`src/rtl/spi_cmd_pkg.sv`:
```
package spi_cmd_pkg;

   typedef enum logic [3:0] {
      K_NONE  = 4'd0,
      K_READ  = 4'd1,
      K_PROG  = 4'd2,
      K_ER4K  = 4'd3,
      K_ER32K = 4'd4,
      K_ER64K = 4'd5,
      K_WREN  = 4'd6,
      K_WRDI  = 4'd7,
      K_STAT  = 4'd8
   } cmd_kind_e;

   typedef enum logic [2:0] {
      ST_IDLE,
      ST_OPC,
      ST_ADR,
      ST_TAIL,
      ST_SKIP
   } frm_state_e;

   typedef struct packed {
      logic      known;
      logic      needs_addr;
      logic      returns_data;
      cmd_kind_e kind;
   } op_class_t;

   localparam logic [7:0] OPC_READ  = 8'h03;
   localparam logic [7:0] OPC_PROG  = 8'h02;
   localparam logic [7:0] OPC_ER4K  = 8'h20;
   localparam logic [7:0] OPC_ER32K = 8'h52;
   localparam logic [7:0] OPC_ER64K = 8'hD8;
   localparam logic [7:0] OPC_WREN  = 8'h06;
   localparam logic [7:0] OPC_WRDI  = 8'h04;
   localparam logic [7:0] OPC_STAT  = 8'h05;

   function automatic op_class_t classify(input logic [7:0] op);
      op_class_t c;
      c = '{known: 1'b1, needs_addr: 1'b0, returns_data: 1'b0, kind: K_NONE};
      case (op)
         OPC_READ:  begin c.kind = K_READ;  c.needs_addr = 1'b1; c.returns_data = 1'b1; end
         OPC_PROG:  begin c.kind = K_PROG;  c.needs_addr = 1'b1; end
         OPC_ER4K:  begin c.kind = K_ER4K;  c.needs_addr = 1'b1; end
         OPC_ER32K: begin c.kind = K_ER32K; c.needs_addr = 1'b1; end
         OPC_ER64K: begin c.kind = K_ER64K; c.needs_addr = 1'b1; end
         OPC_WREN:  c.kind = K_WREN;
         OPC_WRDI:  c.kind = K_WRDI;
         OPC_STAT:  begin c.kind = K_STAT; c.returns_data = 1'b1; end
         default:   c.known = 1'b0;
      endcase
      return c;
   endfunction

endpackage

```
`src/rtl/spi_cmd_sync.sv`:
```
module spi_cmd_sync #(
   parameter int   STAGES  = 2,
   parameter logic RST_VAL = 1'b0
) (
   input  logic clk,
   input  logic rst_n,
   input  logic d,
   output logic q
);

   generate
      if (STAGES < 0) begin : g_bad
         $error("spi_cmd_sync: STAGES must not be negative");
      end
      if (STAGES == 0) begin : g_direct
         assign q = d;
      end else if (STAGES == 1) begin : g_single
         logic ff;
         always_ff @(posedge clk or negedge rst_n) begin
            if (!rst_n) ff <= RST_VAL;
            else        ff <= d;
         end
         assign q = ff;
      end else begin : g_chain
         logic [STAGES-1:0] ff;
         always_ff @(posedge clk or negedge rst_n) begin
            if (!rst_n) ff <= {STAGES{RST_VAL}};
            else        ff <= {ff[STAGES-2:0], d};
         end
         assign q = ff[STAGES-1];
      end
   endgenerate

endmodule

```
`src/rtl/spi_cmd_pins.sv`:
```
module spi_cmd_pins #(
   parameter int SYNC_STAGES = 2
) (
   input  logic clk,
   input  logic rst_n,
   input  logic cs_n,
   input  logic sck,
   input  logic si,
   output logic cs_act,
   output logic frame_start,
   output logic frame_stop,
   output logic sck_rise,
   output logic sck_fall,
   output logic si_bit
);

   logic cs_n_s, sck_s, si_s;
   logic cs_q, sck_q;

   spi_cmd_sync #(.STAGES(SYNC_STAGES), .RST_VAL(1'b1)) u_sync_cs (
      .clk(clk), .rst_n(rst_n), .d(cs_n), .q(cs_n_s));
   spi_cmd_sync #(.STAGES(SYNC_STAGES), .RST_VAL(1'b0)) u_sync_sck (
      .clk(clk), .rst_n(rst_n), .d(sck), .q(sck_s));
   spi_cmd_sync #(.STAGES(SYNC_STAGES), .RST_VAL(1'b0)) u_sync_si (
      .clk(clk), .rst_n(rst_n), .d(si), .q(si_s));

   always_ff @(posedge clk or negedge rst_n) begin
      if (!rst_n) begin
         cs_q  <= 1'b0;
         sck_q <= 1'b0;
      end else begin
         cs_q  <= !cs_n_s;
         sck_q <= sck_s;
      end
   end

   // Edges count only while chip-select is steady active on both samples,
   // so the idle level of the serial clock never leaks into the frame.
   assign cs_act      = !cs_n_s;
   assign frame_start = cs_act && !cs_q;
   assign frame_stop  = !cs_act && cs_q;
   assign sck_rise    = cs_act && cs_q && sck_s && !sck_q;
   assign sck_fall    = cs_act && cs_q && !sck_s && sck_q;
   assign si_bit      = si_s;

endmodule

```
`src/rtl/spi_cmd_framer.sv`:
```
module spi_cmd_framer
   import spi_cmd_pkg::*;
#(
   parameter int ADDR_BYTES = 3,
   parameter int ADDR_W     = 19
) (
   input  logic              clk,
   input  logic              rst_n,
   input  logic              frame_start,
   input  logic              frame_stop,
   input  logic              sck_rise,
   input  logic              si_bit,
   output logic              op_valid,
   output logic [3:0]        cmd_kind,
   output logic              addr_valid,
   output logic [ADDR_W-1:0] cmd_addr,
   output logic              addr_done,
   output logic              frame_end,
   output logic              frame_ok,
   output logic              data_en
);

   localparam int ADDR_BITS = 8 * ADDR_BYTES;
   localparam int CNT_W     = $clog2(ADDR_BITS);
   localparam logic [CNT_W-1:0] LAST_OPC = CNT_W'(7);
   localparam logic [CNT_W-1:0] LAST_ADR = CNT_W'(ADDR_BITS - 1);

   generate
      if (ADDR_BYTES < 1 || ADDR_BYTES > 4) begin : g_bad_bytes
         $error("spi_cmd_framer: ADDR_BYTES out of range");
      end
      if (ADDR_W < 1 || ADDR_W > ADDR_BITS) begin : g_bad_w
         $error("spi_cmd_framer: ADDR_W exceeds the shifted address");
      end
   endgenerate

   frm_state_e           state;
   logic [CNT_W-1:0]     cnt;
   logic [ADDR_BITS-1:0] sr;
   logic [ADDR_BITS-1:0] sr_next;
   op_class_t            cls_c;
   cmd_kind_e            kind_q;
   logic                 rd_q;
   logic                 hdr_done;

   assign sr_next = {sr[ADDR_BITS-2:0], si_bit};

   always_comb begin
      cls_c = classify(sr_next[7:0]);
   end

   always_ff @(posedge clk or negedge rst_n) begin
      if (!rst_n) begin
         state      <= ST_IDLE;
         cnt        <= '0;
         sr         <= '0;
         kind_q     <= K_NONE;
         rd_q       <= 1'b0;
         hdr_done   <= 1'b0;
         addr_done  <= 1'b0;
         cmd_addr   <= '0;
         op_valid   <= 1'b0;
         addr_valid <= 1'b0;
         frame_end  <= 1'b0;
         frame_ok   <= 1'b0;
      end else begin
         op_valid   <= 1'b0;
         addr_valid <= 1'b0;
         frame_end  <= 1'b0;
         if (frame_stop) begin
            if (state == ST_ADR || state == ST_TAIL) begin
               frame_end <= 1'b1;
               frame_ok  <= hdr_done;
            end
            state     <= ST_IDLE;
            cnt       <= '0;
            sr        <= '0;
            rd_q      <= 1'b0;
            hdr_done  <= 1'b0;
            addr_done <= 1'b0;
         end else if (frame_start) begin
            state     <= ST_OPC;
            cnt       <= '0;
            sr        <= '0;
            rd_q      <= 1'b0;
            hdr_done  <= 1'b0;
            addr_done <= 1'b0;
         end else if (sck_rise) begin
            case (state)
               ST_OPC: begin
                  sr <= sr_next;
                  if (cnt == LAST_OPC) begin
                     cnt <= '0;
                     if (!cls_c.known) begin
                        state <= ST_SKIP;
                     end else begin
                        op_valid <= 1'b1;
                        kind_q   <= cls_c.kind;
                        rd_q     <= cls_c.returns_data;
                        if (cls_c.needs_addr) begin
                           state <= ST_ADR;
                        end else begin
                           state    <= ST_TAIL;
                           hdr_done <= 1'b1;
                        end
                     end
                  end else begin
                     cnt <= cnt + 1'b1;
                  end
               end
               ST_ADR: begin
                  sr <= sr_next;
                  if (cnt == LAST_ADR) begin
                     cnt        <= '0;
                     cmd_addr   <= sr_next[ADDR_W-1:0];
                     addr_done  <= 1'b1;
                     hdr_done   <= 1'b1;
                     addr_valid <= 1'b1;
                     state      <= ST_TAIL;
                  end else begin
                     cnt <= cnt + 1'b1;
                  end
               end
               default: ;
            endcase
         end
      end
   end

   assign cmd_kind = kind_q;
   assign data_en  = (state == ST_TAIL) && rd_q;

   AST_STROBES_APART: assert property (@(posedge clk) disable iff (!rst_n)
      $onehot0({op_valid, addr_valid, frame_end}));

   AST_END_CLEARS_ADDR: assert property (@(posedge clk) disable iff (!rst_n)
      frame_end |-> !addr_done);

   AST_SKIP_SILENT: assert property (@(posedge clk) disable iff (!rst_n)
      (state == ST_SKIP) |=> (!frame_end && !op_valid));

   AST_SHORT_DROPPED: assert property (@(posedge clk) disable iff (!rst_n)
      (state == ST_OPC && frame_stop) |=> (!frame_end && !op_valid));

   AST_OK_NEEDS_HEADER: assert property (@(posedge clk) disable iff (!rst_n)
      (frame_stop && state == ST_ADR) |=> !frame_ok);

endmodule

```
`src/rtl/spi_cmd_txshift.sv`:
```
module spi_cmd_txshift #(
   parameter int DATA_W = 8
) (
   input  logic              clk,
   input  logic              rst_n,
   input  logic              en,
   input  logic              sck_fall,
   input  logic [DATA_W-1:0] tx_byte,
   output logic              so,
   output logic              so_oe,
   output logic              tx_take
);

   localparam int BCNT_W = $clog2(DATA_W);
   localparam logic [BCNT_W-1:0] LAST_BIT = BCNT_W'(DATA_W - 1);

   generate
      if (DATA_W < 4) begin : g_bad_w
         $error("spi_cmd_txshift: DATA_W must be at least 4");
      end
   endgenerate

   logic [DATA_W-2:0] sh;
   logic [BCNT_W-1:0] bcnt;

   always_ff @(posedge clk or negedge rst_n) begin
      if (!rst_n) begin
         so      <= 1'b0;
         so_oe   <= 1'b0;
         tx_take <= 1'b0;
         sh      <= '0;
         bcnt    <= '0;
      end else if (!en) begin
         so      <= 1'b0;
         so_oe   <= 1'b0;
         tx_take <= 1'b0;
         bcnt    <= '0;
      end else begin
         so_oe   <= 1'b1;
         tx_take <= 1'b0;
         if (sck_fall) begin
            if (bcnt == '0) begin
               so      <= tx_byte[DATA_W-1];
               sh      <= tx_byte[DATA_W-2:0];
               tx_take <= 1'b1;
            end else begin
               so <= sh[DATA_W-2];
               sh <= {sh[DATA_W-3:0], 1'b0};
            end
            bcnt <= (bcnt == LAST_BIT) ? '0 : bcnt + 1'b1;
         end
      end
   end

   AST_TAKE_ON_FALL: assert property (@(posedge clk) disable iff (!rst_n)
      tx_take |-> $past(sck_fall));

   AST_SO_HELD: assert property (@(posedge clk) disable iff (!rst_n)
      ($past(so_oe) && so_oe && !$past(sck_fall)) |-> $stable(so));

endmodule

```
`src/rtl/spi_cmd_front.sv`:
```
module spi_cmd_front #(
   parameter int SYNC_STAGES = 2,
   parameter int ADDR_BYTES  = 3,
   parameter int ADDR_W      = 19,
   parameter int DATA_W      = 8
) (
   input  logic              clk,
   input  logic              rst_n,
   input  logic              cs_n,
   input  logic              sck,
   input  logic              si,
   input  logic [DATA_W-1:0] tx_byte,
   output logic              so,
   output logic              so_oe,
   output logic              tx_take,
   output logic              op_valid,
   output logic [3:0]        cmd_kind,
   output logic              addr_valid,
   output logic [ADDR_W-1:0] cmd_addr,
   output logic              addr_done,
   output logic              frame_end,
   output logic              frame_ok
);

   logic cs_act, frame_start, frame_stop, sck_rise, sck_fall, si_bit;
   logic data_en;

   spi_cmd_pins #(.SYNC_STAGES(SYNC_STAGES)) u_pins (
      .clk(clk), .rst_n(rst_n),
      .cs_n(cs_n), .sck(sck), .si(si),
      .cs_act(cs_act), .frame_start(frame_start), .frame_stop(frame_stop),
      .sck_rise(sck_rise), .sck_fall(sck_fall), .si_bit(si_bit));

   spi_cmd_framer #(.ADDR_BYTES(ADDR_BYTES), .ADDR_W(ADDR_W)) u_framer (
      .clk(clk), .rst_n(rst_n),
      .frame_start(frame_start), .frame_stop(frame_stop),
      .sck_rise(sck_rise), .si_bit(si_bit),
      .op_valid(op_valid), .cmd_kind(cmd_kind),
      .addr_valid(addr_valid), .cmd_addr(cmd_addr), .addr_done(addr_done),
      .frame_end(frame_end), .frame_ok(frame_ok), .data_en(data_en));

   spi_cmd_txshift #(.DATA_W(DATA_W)) u_tx (
      .clk(clk), .rst_n(rst_n),
      .en(data_en), .sck_fall(sck_fall), .tx_byte(tx_byte),
      .so(so), .so_oe(so_oe), .tx_take(tx_take));

   AST_OE_QUIET: assert property (@(posedge clk) disable iff (!rst_n)
      (!cs_act && !$past(cs_act) && !$past(cs_act, 2)) |-> !so_oe);

   AST_OE_AFTER_HEADER: assert property (@(posedge clk) disable iff (!rst_n)
      $rose(so_oe) |-> (cmd_kind == 4'd1 || cmd_kind == 4'd8));

endmodule

```
`config.mk`:
```
export PLATFORM = sky130hd
export DESIGN_NAME = spi_cmd_front
export DESIGN_NICKNAME = d
export VERILOG_FILES = /design/src/rtl/spi_cmd_pkg.sv /design/src/rtl/spi_cmd_sync.sv /design/src/rtl/spi_cmd_pins.sv /design/src/rtl/spi_cmd_framer.sv /design/src/rtl/spi_cmd_txshift.sv /design/src/rtl/spi_cmd_front.sv
export SDC_FILE = /design/constraint.sdc
export NUM_CORES = 1
export LEC_CHECK = 0
export BUFFER_PORTS_ARGS = -buffer_cell sky130_fd_sc_hd__buf_2
export CAP_MARGIN = 20
export CORE_ASPECT_RATIO = 0.8
export CORE_UTILIZATION = 58
export CTS_BUF_LIST = sky130_fd_sc_hd__clkbuf_16
export DETAILED_ROUTE_END_ITERATION = 10
export PLACE_DENSITY = 0.78
export SYNTH_ARGS = -nofsm -noshare
export SYNTH_HDL_FRONTEND = slang
export SYNTH_SLANG_ARGS = --single-unit
```
`constraint.sdc`:
```
create_clock -name clk -period 2.19 [get_ports clk]
set_input_delay 0.3285 -clock clk [delete_from_list [all_inputs] [get_ports clk]]
set_output_delay 0.3285 -clock clk [all_outputs]
set_load 0.1 [all_outputs]
```
-- Word-level counts from Yosys, hierarchy flattened
Index checks and enable logic that the tools add are counted.
- logic and storage cells: 145
- output and inout bits: 31
- bits of input ports: 13
- register bits: 77
- muxes and demuxes: 64
- equality and inequality tests: 19
- add/subtract/negate cells: 2
- bitwise operators: 2
- reductions and logical operators: 36
- operators with widths (kind ; count):
    2-to-1 mux 18 bit ; 4
    2-to-1 mux 1 bit ; 41
    case mux 4 bit (8 select lines) ; 1
    2-to-1 mux 3 bit ; 9
    2-to-1 mux 5 bit ; 5
    == test 8 x 3 -> 1 bit, second input constant ; 3
    nonzero test 3 bit ; 7
    == test 8 x 2 -> 1 bit, second input constant ; 2
    AND reduction 6 bit ; 2
    case mux 5 bit (2 select lines) ; 1
    == test 8 x 6 -> 1 bit, second input constant ; 1
    == test 8 x 7 -> 1 bit, second input constant ; 1
    == test 8 bit, second input constant ; 1
    logical AND 1 bit ; 8
    != test 4 x 3 -> 1 bit, second input constant ; 2
    != test 4 bit, second input constant ; 2
    AND reduction 2 bit ; 4
    AND reduction 4 bit ; 2
    OR reduction 8 bit ; 1
    2-to-1 mux 7 bit ; 1
    == test 3 x 2 -> 1 bit, second input constant ; 2
    case mux 3 bit (2 select lines) ; 1
    adder 5 x 1 -> 5 bit, second input constant ; 1
    == test 5 x 3 -> 1 bit, second input constant ; 1
    other kinds (15) ; 20

-- Longest topological paths before layout
Gate-level depths: netlist (run 1).
- word-level depth: 10
- gate-level depth with buffers: 8
- mapped depth without buffers: 7

-- Hierarchy
From an unflattened synthesis (run 1), not the netlist that was laid out.
- cells, all modules: 298
- area, all modules: 3399.5 um2
- modules (own cells, without submodules) (module ; area each (um2) ; seq. area each (um2) ; cells each ; times used):
    spi_cmd_framer ; 2544.9 ; 1401.3 ; 232 ; 1
    spi_cmd_txshift ; 611.8 ; 325.3 ; 53 ; 1
    spi_cmd_sync (u_pins.u_sync_sck ...) ; 50.0 ; 50.0 ; 2 ; 2
    spi_cmd_pins ; 90.1 ; 50.0 ; 7 ; 1
    spi_cmd_sync (u_pins.u_sync_cs) ; 52.6 ; 52.6 ; 2 ; 1

-- Worst setup path after synthesis (run 1)
Ideal clock, no wire load.
- kind: register to register
- from: register u_pins.u_sync_cs.g_chain.ff[1]
- to: register u_framer.cmd_addr[10]
- period minus slack after synthesis: 1.895 ns
- stages on the path, launching flop included: 9
- slack: 0.295 ns
- arrival time: 1.770 ns
- setup time: 0.125 ns
- data required time: 2.065 ns
- buffers on the path: 1
- path through: dfstp_2 -> inv_1 -> ha_1 -> nand3b_4 -> nor3_1 -> and3_2 -> nand2_4 -> buf_6 -> mux2_4
- cells in the longest elaborated chain, start to end: 5
- elaborated cells on any way between the ends: 9
- those cells by class: 2 x bitwise; 7 x reduce/logical
- RTL lines (what ; RTL line ; RTL):
    start, declared ; spi_cmd_sync.sv:25 ; logic [STAGES-1:0] ff;
    start signal, assigned ; spi_cmd_sync.sv:27 ; if (!rst_n) ff <= {STAGES{RST_VAL}};
    start signal, assigned ; spi_cmd_sync.sv:28 ; else ff <= {ff[STAGES-2:0], d};
    logical NOT 1 bit (*) ; spi_cmd_pins.sv:39 ; assign cs_act = !cs_n_s;
    named net cs_act ; spi_cmd_front.sv:25 ; logic cs_act, frame_start, frame_stop, sck_rise, sck_fall, si_bit;
    logical AND 1 bit (3 in a row) ; spi_cmd_pins.sv:42 ; assign sck_rise = cs_act && cs_q && sck_s && !sck_q;
    AND reduction 5 bit (no line) (*) ; n/a ;
    end signal, assigned ; spi_cmd_framer.sv:115 ; cmd_addr <= sr_next[ADDR_W-1:0];
    end, declared ; spi_cmd_framer.sv:16 ; output logic [ADDR_W-1:0] cmd_addr,
The timed path passes the listed nets; every way through them passes the cells marked *.
A chain may end at the register's enable or synchronous reset.

-- Worst setup path in the final report (run 1)
- from: register u_pins.u_sync_cs.g_chain.ff[1]
- to: register u_framer.cmd_addr[2]
Same word-level chain as after synthesis.

==> impl_metrics.ini, run 1 <==
[clock_tree]
clk_latency_ns = 0.32
ctsLongestPathBuffers = 2
clkTransAtPathRegs_ns = 0.06
cts_buffers = 9
clockRootBuffer = clkbuf_16
holdBufCountCts = 0
post_cts_buffers = 0
clock-sinks = 77
cts_tree = built
htree_levels = 3

[timing]
worst_slack_ns = 0.1384
min_period_ns = 2.052
finalSetupViolations = 0
finalCritPeriodShare_pct = 93.68
slew_viol_final = 0
skew_ns = 0.005594
relSlewSlack_pct = 61.43
fmax_ghz = 0.4874
hold_viol = 0
rsz0062_at_grt = no
final.setup.tns_ns = 0
tightest_slew_ns = 0.5786

[synthesis]
avgSynthCellArea_sq_um = 11.92
yosys.area.top_type_share_pct = 52.32
syn_inst = 301
netlist_area_sq_um = 3587
yosys.area.top_type = dfrtp_1
ys.flop_type = dfrtp_1
synth_edf_count = 0
synth-seq-cells = 77
yosysWarnings = 0
ys_top_cells_by_area = dfrtp_1 52%, mux2i_1 7.5%, mux2_4 4.2%, nor2_1 3.8%, mux2_1 3.5%
yosysSeqAreaShare_pct = 53.78
synthArstFlopShare_pct = 100.0
synth_nets = 321
ys_types = 54

[global_route]
track_usage_pct = 22.05
antenna_found_initial = 0
grt_pass1_vias = 2332
grt_first_pass_wirelength_microns = 11180
overflow = 0
grt_max_degree = 48

[die]
dieHeight_microns = 72.34
dieArea_sq_um = 6505
start_util_pct = 60.36
coreArea_sq_um = 5943
rows = 25
die_w_microns = 89.93
ios = 44

[power_and_ir_drop]
total_power_mw = 3.248
p_seq_share_pct = 49.2
p_int_mw = 2.387
power.switching_mw = 0.8609
vdd_ir_drop_max_mv = 0.5541
power_frac_comb_pct = 11.2
leakagePower_nw = 2.136
swShare_pct = 26.50
powerDensity_nw_per_um2 = 776.8
clockPowerShare_pct = 39.6

[drt]
drtIter0Drc = 138
wl_per_cell_microns = 14.90
wl_microns = 6482
antenna_left = 0
drt-pass1-iter-count = 4
via_per_inst = 5.561
vias = 2419
post-route-drc-count = 0

[placed_design]
dpl_cell_area_sq_um = 3916
dp_hpwl_microns = 4456
io_buffers = 43
place.gp.congestion = 0.8279
pre_cts_ws_ns = 0.1179

[worst_setup_path]
cp_data_arrival_time_ns = 2.25
critical_path_class = register to register
r2r_start = u_pins.u_sync_cs.g_chain.ff[1]
start_kind = register
endpoint_kind = register
critPathMaxFanout = 19
cp-startpoint = u_pins.u_sync_cs.g_chain.ff[1]
critPathRequiredTime_ns = 2.39

[job]
cap_violations = 0

[layout]
design_area_sq_um = 4182
final_nets = 369
areaGrowthSynthToFinish_pct = 16.57
diodes = 0
final_common_cell = dfrtp_1
layout-drive-gt1-share_pct = 27.68
layout_common_cells = 75 x dfrtp_1, 42 x buf_2, 36 x nor2_1, 27 x mux2i_1, 23 x nand2_1

[min_path]
min_path_type = input pin to asynchronous set/reset pin

[status]
status = finished, final reports clean
==> area by class of cell <==
type,count,area [sq um]
Multi-Input combinational cell,201,1555
Timing Repair Buffer,54,312.8
Clock inverter,7,35.03
Inverter,6,22.52
Fill cell,431,1762
Sequential cell,77,1929
Tap cell,81,101.3
Clock buffer,9,225.2
==> cell families after synthesis <==
logic type                 count (synthesis)  synth area share, %
buffers and inverters                     23                3.139
xor gates and xnor gates                   3               0.7326
AOI/OAI and AO/OA                         41                8.197
muxes                                     50                15.80
DFF                                       77                53.78
and+or+nand+nor                          100                15.91
adders and majority gates                  7                2.441
==> path summary, 6_finish.rpt <==
| kind | end | slack [ns] | depth (start not counted) |
|---|---|---|---|
| min in group clk | u_pins.u_sync_cs.g_chain.ff[0] | 0.10 | 1 |
| worst max register to register | u_framer.cmd_addr[2] | 0.14 | 7 |
| worst min-delay path | u_framer.cmd_addr[14] | 0.008 | 1 |
| worst min register to register | u_pins.u_sync_si.g_chain.ff[1] | 0.35 | 0 |
| worst max-delay path | u_framer.cmd_addr[2] | 0.14 | 7 |
| max in group asynchronous | u_pins.u_sync_cs.g_chain.ff[0] | 1.55 | 2 |
==> per-layer routing <==
layer,global-route usage (%),vias up,wire length [microns]
li1,-,1149,-
met1,30.33,1186,3090
met2,34.19,73,2951
met3,6.080,11,330
met4,7.885,0,109
met5,0,-,0
==> cell usage after synthesis (7+ instances only) <==
master / instances
nand2_1: 23
a21oi_1: 7
buf_2: 9
mux2_1: 11
mux2_4: 10
mux2i_1: 27
dfrtp_1: 75
o21ai_0: 10
ha_1: 7
nor2_1: 36
==> what timing repair did <==
item / in CTS / in global routing
gates resized for setup: 0 / 1
setup endpoints to repair: 0 / 9
endpoints found under the hold margin: 0 / 0
==> worst max-delay path, stage by stage (launching register included) <==
cell,delay [ns]
dfstp_2,0.53
inv_1,0.06
ha_1,0.23
nand3b_4,0.14
nor3_2,0.07
and3_2,0.25
nand2_4,0.27
mux2_1,0.37
==> sequential cells by signal, indices dropped and copies added, names as in the netlist, 2 cells and up <==
name / count
u_tx.sh: 7
u_pins.u_sync_si.g_chain.ff: 2
u_framer.cmd_kind: 4
u_framer.cmd_addr: 19
u_tx.bcnt: 3
u_pins.u_sync_cs.g_chain.ff: 2
u_pins.u_sync_sck.g_chain.ff: 2
u_framer.cnt: 5
u_framer.state: 3
u_framer.sr: 18
==> metrics by stage <==
stage	hold slack, ns	util (%)	cells
after detailed placement	0.3363	65.89	419
after floorplan	0.03291	-	301
after global placement	0.3350	65.89	419
after CTS	0.02471	70.27	435
final	0.007997	70.36	435
after global routing	0.05358	70.36	435
==> power by group through the flow <==
stage / registers, mW / clock network [mW] / logic (mW)
floorplan: 1.57 / 0 / 0.295
finish: 1.60 / 1.29 / 0.363
CTS: 1.60 / 1.32 / 0.366
global route: 1.61 / 1.37 / 0.400
global placement: 1.62 / 0 / 0.352
detailed placement: 1.62 / 0 / 0.363
Power figures use the tool's default switching activity.
==> run 2, diff against run 1 <==
--- a/config.mk
+++ b/config.mk
@@ -7,11 +7,14 @@
 export LEC_CHECK = 0
 export BUFFER_PORTS_ARGS = -buffer_cell sky130_fd_sc_hd__buf_2
 export CAP_MARGIN = 20
+export CELL_PAD_IN_SITES_DETAIL_PLACEMENT = 1
+export CELL_PAD_IN_SITES_GLOBAL_PLACEMENT = 1
 export CORE_ASPECT_RATIO = 0.8
-export CORE_UTILIZATION = 58
+export CORE_UTILIZATION = 40
 export CTS_BUF_LIST = sky130_fd_sc_hd__clkbuf_16
 export DETAILED_ROUTE_END_ITERATION = 10
-export PLACE_DENSITY = 0.78
+export PLACE_DENSITY = 0.68
+export SKIP_CTS_REPAIR_TIMING = 1
 export SYNTH_ARGS = -nofsm -noshare
 export SYNTH_HDL_FRONTEND = slang
 export SYNTH_SLANG_ARGS = --single-unit
==> impl_metrics.ini, run 2 (same netlist as run 1, synthesis figures left out) <==
[timing]
min_period_ns = 2.047
hold_viol = 0
tightest_slew_ns = 0.4957
skew_ns = 0.007814
finalCritPeriodShare_pct = 93.48
relSlewSlack_pct = 67.18
worst_slack_ns = 0.1427
slew_viol_final = 0
rsz0062_at_grt = no
finalSetupViolations = 0
final.setup.tns_ns = 0
fmax_ghz = 0.4884

[layout]
multiInputGateArea_sq_um = 1558
diodes = 0
largest_reg_flops = 19
design_area_sq_um = 4309
fillers = 925
layout_common_cells = 75 x dfrtp_1, 42 x buf_2, 35 x nor2_1, 27 x mux2i_1, 23 x nand2_1
seq_area_sq_um = 1929
final_common_cell = dfrtp_1
largest-register = u_framer.cmd_addr
areaGrowthSynthToFinish_pct = 20.13
largest_registers = u_framer.cmd_addr: 19 flops, u_framer.sr: 18 flops, u_tx.sh: 7 flops
final_util_pct = 50.13
final_nets = 373
layout-drive-gt1-share_pct = 29.13

[clock_tree]
htree_levels = 3
clockRootBuffer = clkbuf_16
clock-sinks = 77
cts_tree = built
clkTransAtPathRegs_ns = 0.06
cts_buffers = 9
clk_latency_ns = 0.33
ctsLongestPathBuffers = 2

[drt]
wl_microns = 7831
drt-pass1-iter-count = 4
post-route-drc-count = 0
antenna_left = 0
drtIter0Drc = 62
wl_per_cell_microns = 16.70
via_per_inst = 5.160
vias = 2420

[die]
dieArea_sq_um = 9353
rows = 30
ios = 44
dieHeight_microns = 86.70
start_util_pct = 41.73
die_w_microns = 107.9
coreArea_sq_um = 8596

[placed_design]
dpl_cell_area_sq_um = 3978
place.gp.congestion = 0.7953
io_buffers = 43
pre_cts_ws_ns = 0.07906
dp_hpwl_microns = 5435

[power_and_ir_drop]
leakagePower_nw = 2.163
total_power_mw = 3.543
vdd_ir_drop_max_mv = 0.4122
powerDensity_nw_per_um2 = 822.3

[worst_setup_path]
r2r_cells = 7
critPathRequiredTime_ns = 2.39
endpoint_kind = register
critPathMaxFanout = 19
r2r_setup_slack_ns = 0.14
r2r_start = u_pins.u_sync_cs.g_chain.ff[1]
start_kind = register
critical_path_class = register to register
rr_endpoint = u_framer.cmd_addr[4]
cp-startpoint = u_pins.u_sync_cs.g_chain.ff[1]
cp-endpoint = u_framer.cmd_addr[4]
cp_data_arrival_time_ns = 2.25

[global_route]
overflow = 0
grt_max_degree = 37
grt_first_pass_wirelength_microns = 13560
grt_pass1_vias = 2632
track_usage_pct = 18.92
antenna_found_initial = 0

[min_path]
min_path_type = input pin to register

[job]
cap_violations = 0

[status]
status = finished, final reports clean
==> run 2: changes by cell type in the layout (fill, tap and decap cells not counted), sizes merged <==
cell / delta
buf: +3
clkinv: -3
dlygate4sd3: +1
inv: -2
bufinv: +2
clkinvlp: +2
==> run 2: routing by layer <==
layer | track usage (%) | up-vias | wire (microns)
met1 | 25.01 | 1212 | 3710
met2 | 30.54 | 39 | 3754
met4 | 5.479 | 0 | 72
li1 | - | 1160 | -
met5 | 0 | - | 0
met3 | 5.113 | 9 | 293
==> run 2: final cells by class <==
type / count / area share [%]
clock buffers: 9 / 5.226
clock inverters: 6 / 2.062
inverters: 6 / 0.5226
multi-input cells: 201 / 36.15
flip-flops and latches: 77 / 44.77
well taps: 112 / 3.252
repair buffers: 58 / 8.014
==> run 2: how the worst min path moves through the flow <==
stage | from | endpoint | slack, ns | cells after the start
after CTS | rst_n | u_framer.sr[10] | -0.08 | 1
after detailed placement | rst_n | u_framer.sr[14] | 0.28 | 1
final | cs_n | u_pins.u_sync_cs.g_chain.ff[0] | 0.10 | 1
after global routing | cs_n | u_pins.u_sync_cs.g_chain.ff[0] | 0.09 | 1
after global placement | rst_n | u_framer.cmd_addr[16] | 0.27 | 1
after floorplan | rst_n | u_framer.addr_done | 0.03 | 0
==> run 2: metrics by stage <==
| step | cells | hold WS, ns |
|---|---|---|
| after CTS | 468 | -0.08203 |
| after global routing | 469 | 0.08931 |
| after global placement | 453 | 0.2731 |
| after detailed placement | 453 | 0.2760 |
| after floorplan | 301 | 0.03291 |
| final | 469 | 0.1019 |
==> run 2: worst max-delay path, cell delays in order (launching register included) <==
cell and delay (ns):
dfstp_2 0.53, inv_1 0.06, ha_1 0.23, nand3b_4 0.13
nor3_2 0.07, and3_2 0.25, nand2_4 0.28, mux2_1 0.36
==> run 2: power by group <==
group          internal [mW]  switching [mW]  total [mW]  leakage [nW]
combinational          0.162           0.228       0.390          1.01
clock                  0.990           0.563        1.55         0.147
sequential              1.49           0.113        1.60          1.01
total                   2.64           0.904        3.54          2.16
